==> config.mk <==
export PLATFORM = sky130hd
export DESIGN_NAME = gpio_edge_port
export DESIGN_NICKNAME = d
export VERILOG_FILES = /design/src/rtl/gpio_pkg.sv /design/src/rtl/gpio_pin_sync.sv /design/src/rtl/gpio_port_regs.sv /design/src/rtl/gpio_irq_flags.sv /design/src/rtl/gpio_edge_port.sv
export SDC_FILE = /design/constraint.sdc
export NUM_CORES = 1
export LEC_CHECK = 0
export BUFFER_PORTS_ARGS = -buffer_cell sky130_fd_sc_hd__buf_2
export CORE_MARGIN = 2
export CORE_UTILIZATION = 55
export CTS_CLUSTER_DIAMETER = 120
export DETAILED_ROUTE_END_ITERATION = 10
export GPL_TIMING_DRIVEN = 0
export MAX_ROUTING_LAYER = met4
export PLACE_DENSITY = 0.77
export SYNTH_ARGS = -nofsm -noshare
export SYNTH_HDL_FRONTEND = slang
export SYNTH_SLANG_ARGS = --single-unit
==> constraint.sdc <==
create_clock -name clk -period 1.55 [get_ports clk]
set_input_delay 0 -clock clk [delete_from_list [all_inputs] [get_ports clk]]
set_output_delay 0 -clock clk [all_outputs]
set_load 0.005 [all_outputs]
==> src/rtl/gpio_pkg.sv <==
package gpio_pkg;
  typedef enum logic [2:0] {
    A_DIR  = 3'd0,
    A_OUT  = 3'd1,
    A_IN   = 3'd2,
    A_SET  = 3'd3,
    A_CLR  = 3'd4,
    A_EN   = 3'd5,
    A_FLAG = 3'd6,
    A_BIT  = 3'd7
  } gpio_addr_e;
endpackage

==> src/rtl/gpio_pin_sync.sv <==
module gpio_pin_sync #(
  parameter int W = 8
) (
  input  logic         clk,
  input  logic         rst,
  input  logic [W-1:0] pad_in,
  output logic [W-1:0] lvl,
  output logic [W-1:0] rise
);
  logic [W-1:0] s1, s2, s3;

  for (genvar i = 0; i < W; i++) begin : g_pin
    always_ff @(posedge clk) begin
      if (rst) begin
        s1[i] <= 1'b0;
        s2[i] <= 1'b0;
        s3[i] <= 1'b0;
      end else begin
        s1[i] <= pad_in[i];
        s2[i] <= s1[i];
        s3[i] <= s2[i];
      end
    end
    assign rise[i] = s2[i] & ~s3[i];
  end

  assign lvl = s2;
endmodule

==> src/rtl/gpio_port_regs.sv <==
module gpio_port_regs
  import gpio_pkg::*;
#(
  parameter int W  = 8,
  parameter int IW = $clog2(W)
) (
  input  logic         clk,
  input  logic         rst,
  input  logic         wr,
  input  gpio_addr_e   addr,
  input  logic [W-1:0] wdata,
  input  logic [W-1:0] lvl,
  output logic [W-1:0] dir_q,
  output logic [W-1:0] out_q,
  output logic [W-1:0] en_q,
  output logic         busy
);
  logic [W-1:0]  snap;
  logic [IW-1:0] idx;
  logic          val;
  logic [W-1:0]  snap_mod;

  always_comb begin
    snap_mod      = snap;
    snap_mod[idx] = val;
  end

  always_ff @(posedge clk) begin
    if (rst) begin
      dir_q <= '0;
      out_q <= '0;
      en_q  <= '0;
      busy  <= 1'b0;
      snap  <= '0;
      idx   <= '0;
      val   <= 1'b0;
    end else if (busy) begin
      out_q <= snap_mod;
      busy  <= 1'b0;
    end else if (wr) begin
      case (addr)
        A_DIR: dir_q <= wdata;
        A_OUT: out_q <= wdata;
        A_IN:  out_q <= out_q ^ wdata;
        A_SET: out_q <= out_q | wdata;
        A_CLR: out_q <= out_q & ~wdata;
        A_EN:  en_q  <= wdata;
        A_BIT: begin
          snap <= lvl;
          idx  <= wdata[IW-1:0];
          val  <= wdata[IW];
          busy <= 1'b1;
        end
        default: ;
      endcase
    end
  end

  // the command occupies exactly one extra cycle
  assert_busy_one_cycle_R6: assert property (@(posedge clk) disable iff (rst)
    busy |=> !busy);
  assert_busy_from_cmd_R6: assert property (@(posedge clk) disable iff (rst)
    $rose(busy) |-> $past(wr && addr == A_BIT));
  // set and clear addresses touch only the selected bits
  assert_set_bits_R5: assert property (@(posedge clk) disable iff (rst)
    (wr && !busy && addr == A_SET) |=> ((out_q & $past(wdata)) == $past(wdata)
      && (out_q & ~$past(wdata)) == ($past(out_q) & ~$past(wdata))));
  assert_clr_bits_R5: assert property (@(posedge clk) disable iff (rst)
    (wr && !busy && addr == A_CLR) |=> ((out_q & $past(wdata)) == '0
      && (out_q & ~$past(wdata)) == ($past(out_q) & ~$past(wdata))));
endmodule

==> src/rtl/gpio_irq_flags.sv <==
module gpio_irq_flags #(
  parameter int W = 8
) (
  input  logic         clk,
  input  logic         rst,
  input  logic [W-1:0] rise,
  input  logic [W-1:0] en,
  input  logic [W-1:0] clr,
  output logic [W-1:0] flags,
  output logic         irq
);
  logic [W-1:0] hit;
  assign hit = rise & en;

  always_ff @(posedge clk) begin
    if (rst) flags <= '0;
    else     flags <= (flags & ~clr) | hit;
  end

  assign irq = |(flags & en);

  // a flag drops only through an explicit clear
  assert_flag_hold_R8: assert property (@(posedge clk) disable iff (rst)
    1'b1 |=> ((flags & $past(flags & ~clr)) == $past(flags & ~clr)));
  // an enabled edge always lands, even against a clear
  assert_edge_wins_R8: assert property (@(posedge clk) disable iff (rst)
    1'b1 |=> ((flags & $past(hit)) == $past(hit)));
endmodule

==> src/rtl/gpio_edge_port.sv <==
module gpio_edge_port
  import gpio_pkg::*;
#(
  parameter int W  = 8,
  parameter int AW = 3
) (
  input  logic          clk,
  input  logic          rst,
  input  logic          bus_valid,
  input  logic          bus_write,
  input  logic [AW-1:0] bus_addr,
  input  logic [W-1:0]  bus_wdata,
  output logic          bus_ready,
  output logic [W-1:0]  bus_rdata,
  output logic          busy,
  input  logic [W-1:0]  pad_in,
  output logic [W-1:0]  pad_out,
  output logic [W-1:0]  pad_oe,
  output logic          irq
);
  logic         accept, wr, rd;
  logic [W-1:0] lvl, rise, dir_q, out_q, en_q, flags, clr;
  gpio_addr_e   addr;

  assign addr      = gpio_addr_e'(bus_addr);
  assign bus_ready = ~busy;
  assign accept    = bus_valid & ~busy;
  assign wr        = accept & bus_write;
  assign rd        = accept & ~bus_write;
  assign clr       = (wr && addr == A_FLAG) ? bus_wdata : '0;

  gpio_pin_sync #(.W(W)) u_sync (
    .clk(clk), .rst(rst), .pad_in(pad_in), .lvl(lvl), .rise(rise)
  );

  gpio_port_regs #(.W(W)) u_regs (
    .clk(clk), .rst(rst), .wr(wr), .addr(addr), .wdata(bus_wdata),
    .lvl(lvl), .dir_q(dir_q), .out_q(out_q), .en_q(en_q), .busy(busy)
  );

  gpio_irq_flags #(.W(W)) u_irq (
    .clk(clk), .rst(rst), .rise(rise), .en(en_q), .clr(clr),
    .flags(flags), .irq(irq)
  );

  assign pad_out = out_q;
  assign pad_oe  = dir_q;

  always_ff @(posedge clk) begin
    if (rst) bus_rdata <= '0;
    else if (rd) begin
      case (addr)
        A_DIR:   bus_rdata <= dir_q;
        A_OUT:   bus_rdata <= out_q;
        A_IN:    bus_rdata <= lvl;
        A_EN:    bus_rdata <= en_q;
        A_FLAG:  bus_rdata <= flags;
        default: bus_rdata <= '0;
      endcase
    end
  end

  // a direction store reaches the pads on the next cycle
  assert_dir_store_R2: assert property (@(posedge clk) disable iff (rst)
    (wr && addr == A_DIR) |=> (pad_oe == $past(bus_wdata)));
endmodule

# == Word-level counts from Yosys, hierarchy flattened ==
# Index checks and enable logic that the tools add are counted.
# op_classes
magnitude_cmp,2
n_reduce_logical,11
mux,9
div,0
n_mul,0
n_eq_ne,7
shifts,0
bitwise,31
n_addsub,0
# ops
cell,n
one-hot mux 8 bit (5 select lines),1
bitwise AND 8 bit,4
one-hot mux 8 bit (4 select lines),1
two-way mux 8 bit,3
inverter 8 bit,2
OR 8 bit,2
"== test 3 bit, second input constant",4
bitwise AND 1 bit,11
inverter 1 bit,11
AND reduction 3 bit,3
bitwise mux 8 bit,1
OR reduction 8 bit,1
XOR 8 bit,1
"== test 3 x 2 -> 1 bit, second input constant",2
nonzero test 5 bit,1
"< comparator 3 x 4 -> 1 bit, second input constant",1
demux 1 bit (select 3 bit),1
"== test 3 x 1 -> 1 bit, second input constant",1
"greater-or-equal comparator 3 x 1 -> 1 bit, second input constant",1
zero test 3 bit,1
OR reduction 3 bit,1
logical AND 1 bit,2
two-way mux 1 bit,2
AND reduction 2 bit,1
nonzero test 2 bit,1
# totals
wordCells,93
mem_count,0
ff_bits,77
inputBits,23
latch_bits,0
rom_bits,0
out_inout_bits,27
ram_bits,0

# == Logic depth before layout (Yosys ltp) ==
# logic_depth
depth_word,8
depth_mapped,9
mapped_depth_nobuf,7

# == Modules after synthesis ==
# Synthesis repeated with hierarchy kept, for this count alone.
# unflattened
cells_unflattened,407
area_unflattened_um2,3887.5
# by_module_without_submodules
mod,cells_per_inst,area_per_inst_um2,seq_area_each_um2,instances
gpio_port_regs,229,2059.5,740.7,1
gpio_edge_port,82,763.2,160.2,1
gpio_pin_sync,58,743.2,480.5,1
gpio_irq_flags,38,321.6,160.2,1

# == Worst setup path after synthesis ==
# OpenSTA, ideal clock, no wires.
# synth_timing
path_kind,input -> register
start,in bus_addr[0]
end,reg u_regs.out_q[1]
path_stages,8
path_slack_ps,165
required_time_ps,1482
arrival_ps,1317
path_buffers,1
setup_ps,68
path_cell_list,inv_1 > ha_1 > buf_6 > or3_4 > o2111a_2 > nor2_4 > nand2_1 > a21oi_2
# synth_between
elab_chain_len,4
elab_cells_between_ends,9
cone_classes,eq/ne: 4; mux: 3; reduce/logical: 2
# synth_lines
item,line_no,source
"start, declared",gpio_edge_port.sv:11,"input logic [AW-1:0] bus_addr,"
== test 3 bit (tied with other cells),gpio_port_regs.sv:41,case (addr)
one-hot mux 8 bit (4 select lines),gpio_port_regs.sv:41,
two-way mux 8 bit,gpio_port_regs.sv:40,end else if (wr) begin
two-way mux 8 bit,gpio_port_regs.sv:37,end else if (busy) begin
"end signal, assigned",gpio_port_regs.sv:38,out_q <= snap_mod;
"end signal, assigned",gpio_port_regs.sv:43,A_OUT: out_q <= wdata;
"end signal, assigned",gpio_port_regs.sv:44,A_IN: out_q <= out_q ^ wdata;
"end, declared",gpio_port_regs.sv:14,"output logic [W-1:0] out_q,"
# Parallel ways exist; a longest one is shown, timed or not. The select of a mux whose other input is x is not followed.
# A chain may end at the register's enable or synchronous reset.

# == Worst setup path in the final report ==
# layout_timing
start,in bus_wdata[5]
end,reg u_regs.out_q[5]
# layout_between
elab_chain_len,5
elab_cells_between_ends,7
cone_classes,mux: 3; bitwise: 4
# layout_lines
item,line_no,source
"start, declared",gpio_edge_port.sv:12,"input logic [W-1:0] bus_wdata,"
inverter 8 bit,gpio_port_regs.sv:46,A_CLR: out_q <= out_q & ~wdata;
bitwise AND 8 bit,gpio_port_regs.sv:46,
one-hot mux 8 bit (4 select lines) *,gpio_port_regs.sv:41,
two-way mux 8 bit *,gpio_port_regs.sv:40,
two-way mux 8 bit *,gpio_port_regs.sv:37,
"end signal, assigned",gpio_port_regs.sv:38,
"end signal, assigned",gpio_port_regs.sv:43,
"end signal, assigned",gpio_port_regs.sv:46,
# Every way passes the cells marked *; elsewhere a longest branch is shown, timed or not. The select of a mux whose other input is x is not followed.

==> reports/metrics.sh <==
STATUS='finished, final reports clean'
SYN_AREA_MM2=0.00374
END_KIND='register'
FIRST_PASS_ITERATION_COUNT_OF_THE_DETAILED_ROUTER=6
COUNT_OF_FLIP_FLOPS_WITH_A_BUILT_IN_ENABLE_AFTER_SYNTHESIS=0
REG2REG_DEPTH=5
DP_HPWL_MM=6.85
NETLIST_INSTANCES=430
TIMING.CRITICAL_PATH.FROM_TYPE='primary input'
FIN_CRIT_SHARE=0.965
FINAL_STAGE_NET_COUNT=547
HOLD_PATH.CLASS='in2reg'
NUM_ROWS=30
WORST_SETUP_HOLD_PATH_CLK_SLEW_NS=0.08
CTS_HTREE_LEVELS=3
POWER_DENSITY_mW_PER_MM2=887
WORST_CLOCK_SKEW_NS=0.0110
SYNTH_MOST_COMMON_CELL='sky130_fd_sc_hd__nor2_1'
GRT_FIRST_PASS_WIRELENGTH_MM=15.2
YOSYS-TOP-CELLS-COUNT='sky130_fd_sc_hd__nor2_1, sky130_fd_sc_hd__dfxtp_1, sky130_fd_sc_hd__a21oi_1'
FINAL_HOLD_VIOL_COUNT=0
DRCVIOLATIONCOUNT=0
FINAL-INSTANCE-COUNT-EXCL-FILL=589
DR_TOTAL_VIAS=3379
SEQUENTIALPOWERSHARE=0.519
FLOORPLAN.DIE.HEIGHT_UM=86.5
SYNTH.TOP_CELLS.BY_AREA='sky130_fd_sc_hd__dfxtp_1, sky130_fd_sc_hd__nor2_1, sky130_fd_sc_hd__ha_1'
PLACEDINSTANCEAREA_MM2=0.00409
CAP_VIOL_MAX_COUNT=0
DIE_WIDTH_UM=86.5
FIRST_GLOBAL_VIAS=3072
FINISH.INSTANCE_AREA_MM2=0.00449
DETAIL_ROUTE.WIRELENGTH_MM=9.72
N_ANTENNA_CELL=0
FILLERS=534
CTS_INSERTED_BUFFERS=9
FLOORPLAN.CORE_AREA_MM2=0.00668
CLOCK_POWER_SHARE=0.373
FULL_DIE_AREA_MM2=0.00748
POWER.SWITCHING_W=0.00103
CTSLONGESTPATHBUFFERS=2
FLOORPLAN.INITIALDENSITY=0.560
AVGROUTEDWIREPERCELL_UM=16.5
LAYOUT_SETUP_WS_NS=0.0536
ANTENNA_FOUND_INITIAL=0
COMBPWRFRAC=0.109
SW_FRAC_OF_TOTAL=0.259
YOSYSTOPAREACELL='sky130_fd_sc_hd__dfxtp_1'
CP.ARRIVAL_NS=1.72
DRV_SLEW=0
CLK-INSERTION-DELAY-LATE_NS=0.35
YOSYS_REGISTER_BITS=77
SYNTH_ASYNC_SR_FLOP_SHARE=0
YOSYS_WARN_COUNT=0
SYN-MEAN-INSTANCE-AREA_UM2=8.70
TIMING.FINAL.CRIT_PERIOD_NS=1.50
GRT_MAX_DEGREE=14
P_INT_W=0.00295
SLEW-LIMIT-HEADROOM=0.601
DRT-INITIAL-DRC-COUNT=337
MAXCLOCKFREQUENCY_MHz=668
PLACEDCELLCOUNT=559
VDD_DROP_MAX_uV=646
TRITONCTS_SINKS=77
SYN2LAYOUT_AREA_GROWTH_PCT=20.0
SYNTH.YOSYS.SEQ_AREA_SHARE=0.412
TIMING.CRITICAL_PATH.FANOUT_MAX=4
TIMING.CRITICAL_PATH.REQUIRED_NS=1.78
LAYOUT-DRIVE-GT1-SHARE=0.222
WORST-SLEW-PIN-TRANSITION_NS=0.598
FINAL_CORE_UTIL=0.672
OVERALL_OVERFLOW_REMAINING_AFTER_GLOBAL_ROUTE=0
WEIGHTED_CONGESTION_REPORTED_AT_THE_END_OF_ROUTABILITY_DRIVEN_PLACEMENT=0.937
TRITONCTS='done'
IO_BUFFER_COUNT=49
WORSTSETUPPATHTYPE='in2reg'
FINAL-SETUP-VIOL-COUNT=0
POST_DRT_VIA_CELL_RATIO=5.74
CTSROOTBUFFERMASTER='sky130_fd_sc_hd__clkbuf_8'
GRT_UTIL_ALL_LAYERS=0.272
YS_DOMINANT_REG_CELL='sky130_fd_sc_hd__dfxtp_1'
YOSYS.AREA.TOP_TYPE_SHARE=0.412
SYNTH.LIB_CELLS_USED.DISTINCT=40
ANT_NETS=0
HOLD-PATH-CELL-COUNT=3
IO_PINS=50
MAPPEDNETLISTNETS=473
LEAKAGE_POWER_nW=1.95
PLACEMENT.SETUP.WORST_SLACK_NS=-0.183
[kinds of logic after synthesis]
logic type / synth area share
AO/OA/AOI/OAI: 0.147
adder cells (fa/ha/maj): 0.0669
buffers and inverters: 0.0669
flip-flops: 0.412
multiplexers: 0.107
AND/OR/NAND/NOR: 0.200
[sequential cells by signal (all words and copies together) (netlist names)]
| name | flops |
|---|---|
| u_regs.out_q | 8 |
| u_regs.idx | 3 |
| u_regs.snap | 8 |
| u_sync.s1 | 8 |
| u_sync.s3 | 8 |
| u_sync.lvl | 8 |
| u_regs.en_q | 8 |
| u_regs.val | 1 |
| bus_rdata | 8 |
| u_regs.dir_q | 8 |
| u_regs.busy | 1 |
| u_irq.flags | 8 |
[placed cells by master, fill, tap and decap left out, drive strengths merged, types with 2 or more instances in the layout]
| cell type | n |
|---|---|
| dfxtp | 77 |
| a31oi | 5 |
| nor3b | 3 |
| o221ai | 4 |
| nor2b | 25 |
| a22oi | 11 |
| nand3b | 2 |
| nand2b | 2 |
| mux2i | 22 |
| o32ai | 3 |
| ha | 20 |
| a222oi | 8 |
| nand2 | 27 |
| clkinvlp | 3 |
| buf | 60 |
| clkinv | 3 |
| nand3 | 12 |
| and2 | 2 |
| o21ai | 5 |
| mux2 | 16 |
| a21oi | 35 |
| inv | 28 |
| nor3 | 2 |
| dlygate4sd3 | 16 |
| nor2 | 79 |
| clkbuf | 25 |
| a211oi | 3 |
[metal layers]
metal  track usage  vias up  part of all wire
li1              -     1613                 -
met2         0.414      162              0.45
met5             -        -                 0
met4         0.114        0             0.033
met1         0.363     1573              0.44
met3        0.0410       31             0.074
[final timing paths]
check | from | to | slack [ns]
max | bus_wdata[5] | u_regs.out_q[5] | 0.05
min | rst | u_regs.out_q[6] | 0.03
max reg2reg | u_regs.busy | u_regs.en_q[1] | 0.07
min reg2reg | u_sync.s1[7] | u_sync.lvl[7] | 0.43
[final cells by class]
type	count	area, µm²	share of cell area
clock inverter	6	63.8	0.0142
sequential	77	1550	0.345
timing repair buffer	66	413	0.0920
clock buffer	10	128	0.0284
multi-input combinational	296	1980	0.442
inverter	29	113	0.0251
tap	80	100	0.0223
buffer	25	139	0.0309
[what timing repair did]
action	in CTS	in global routing
pin swaps	0	1
setup buffers	0	1
endpoints found under the hold margin	22	0
resized for setup	2	18
setup endpoints to repair	25	40
hold buffers	16	0
[critical path, stage by stage]
cell	delay (ns)
sky130_fd_sc_hd__dlygate4sd3_1	0.52
sky130_fd_sc_hd__buf_2	0.16
sky130_fd_sc_hd__inv_1	0.09
sky130_fd_sc_hd__ha_1	0.30
sky130_fd_sc_hd__a22oi_1	0.16
sky130_fd_sc_hd__o21ai_0	0.10
sky130_fd_sc_hd__a211oi_1	0.25
sky130_fd_sc_hd__o32ai_1	0.13
[stage by stage]
stage | total power [W] | hold slack (ns) | setup TNS [ns]
3_3_place_gp | 0.00248 | 0.209 | -3.25
4_1_cts | 0.00396 | 0.0226 | -0.476
5_1_grt | 0.00411 | 0.0583 | -0.0801
2_1_floorplan | 0.00234 | 0.128 | 0
6_report | 0.00398 | 0.0322 | 0
3_5_place_dp | 0.00249 | 0.213 | -4.35
[power by group through the flow]
stage | logic, W | registers (W) | clock network (W)
after floorplan | 0.000253 | 0.00209 | 0
after global placement | 0.000370 | 0.00211 | 0
after detailed placement | 0.000382 | 0.00211 | 0
after CTS | 0.000415 | 0.00206 | 0.00149
after global routing | 0.000474 | 0.00207 | 0.00156
final | 0.000432 | 0.00206 | 0.00148
Note: power is estimated with default switching activity, not from simulation.
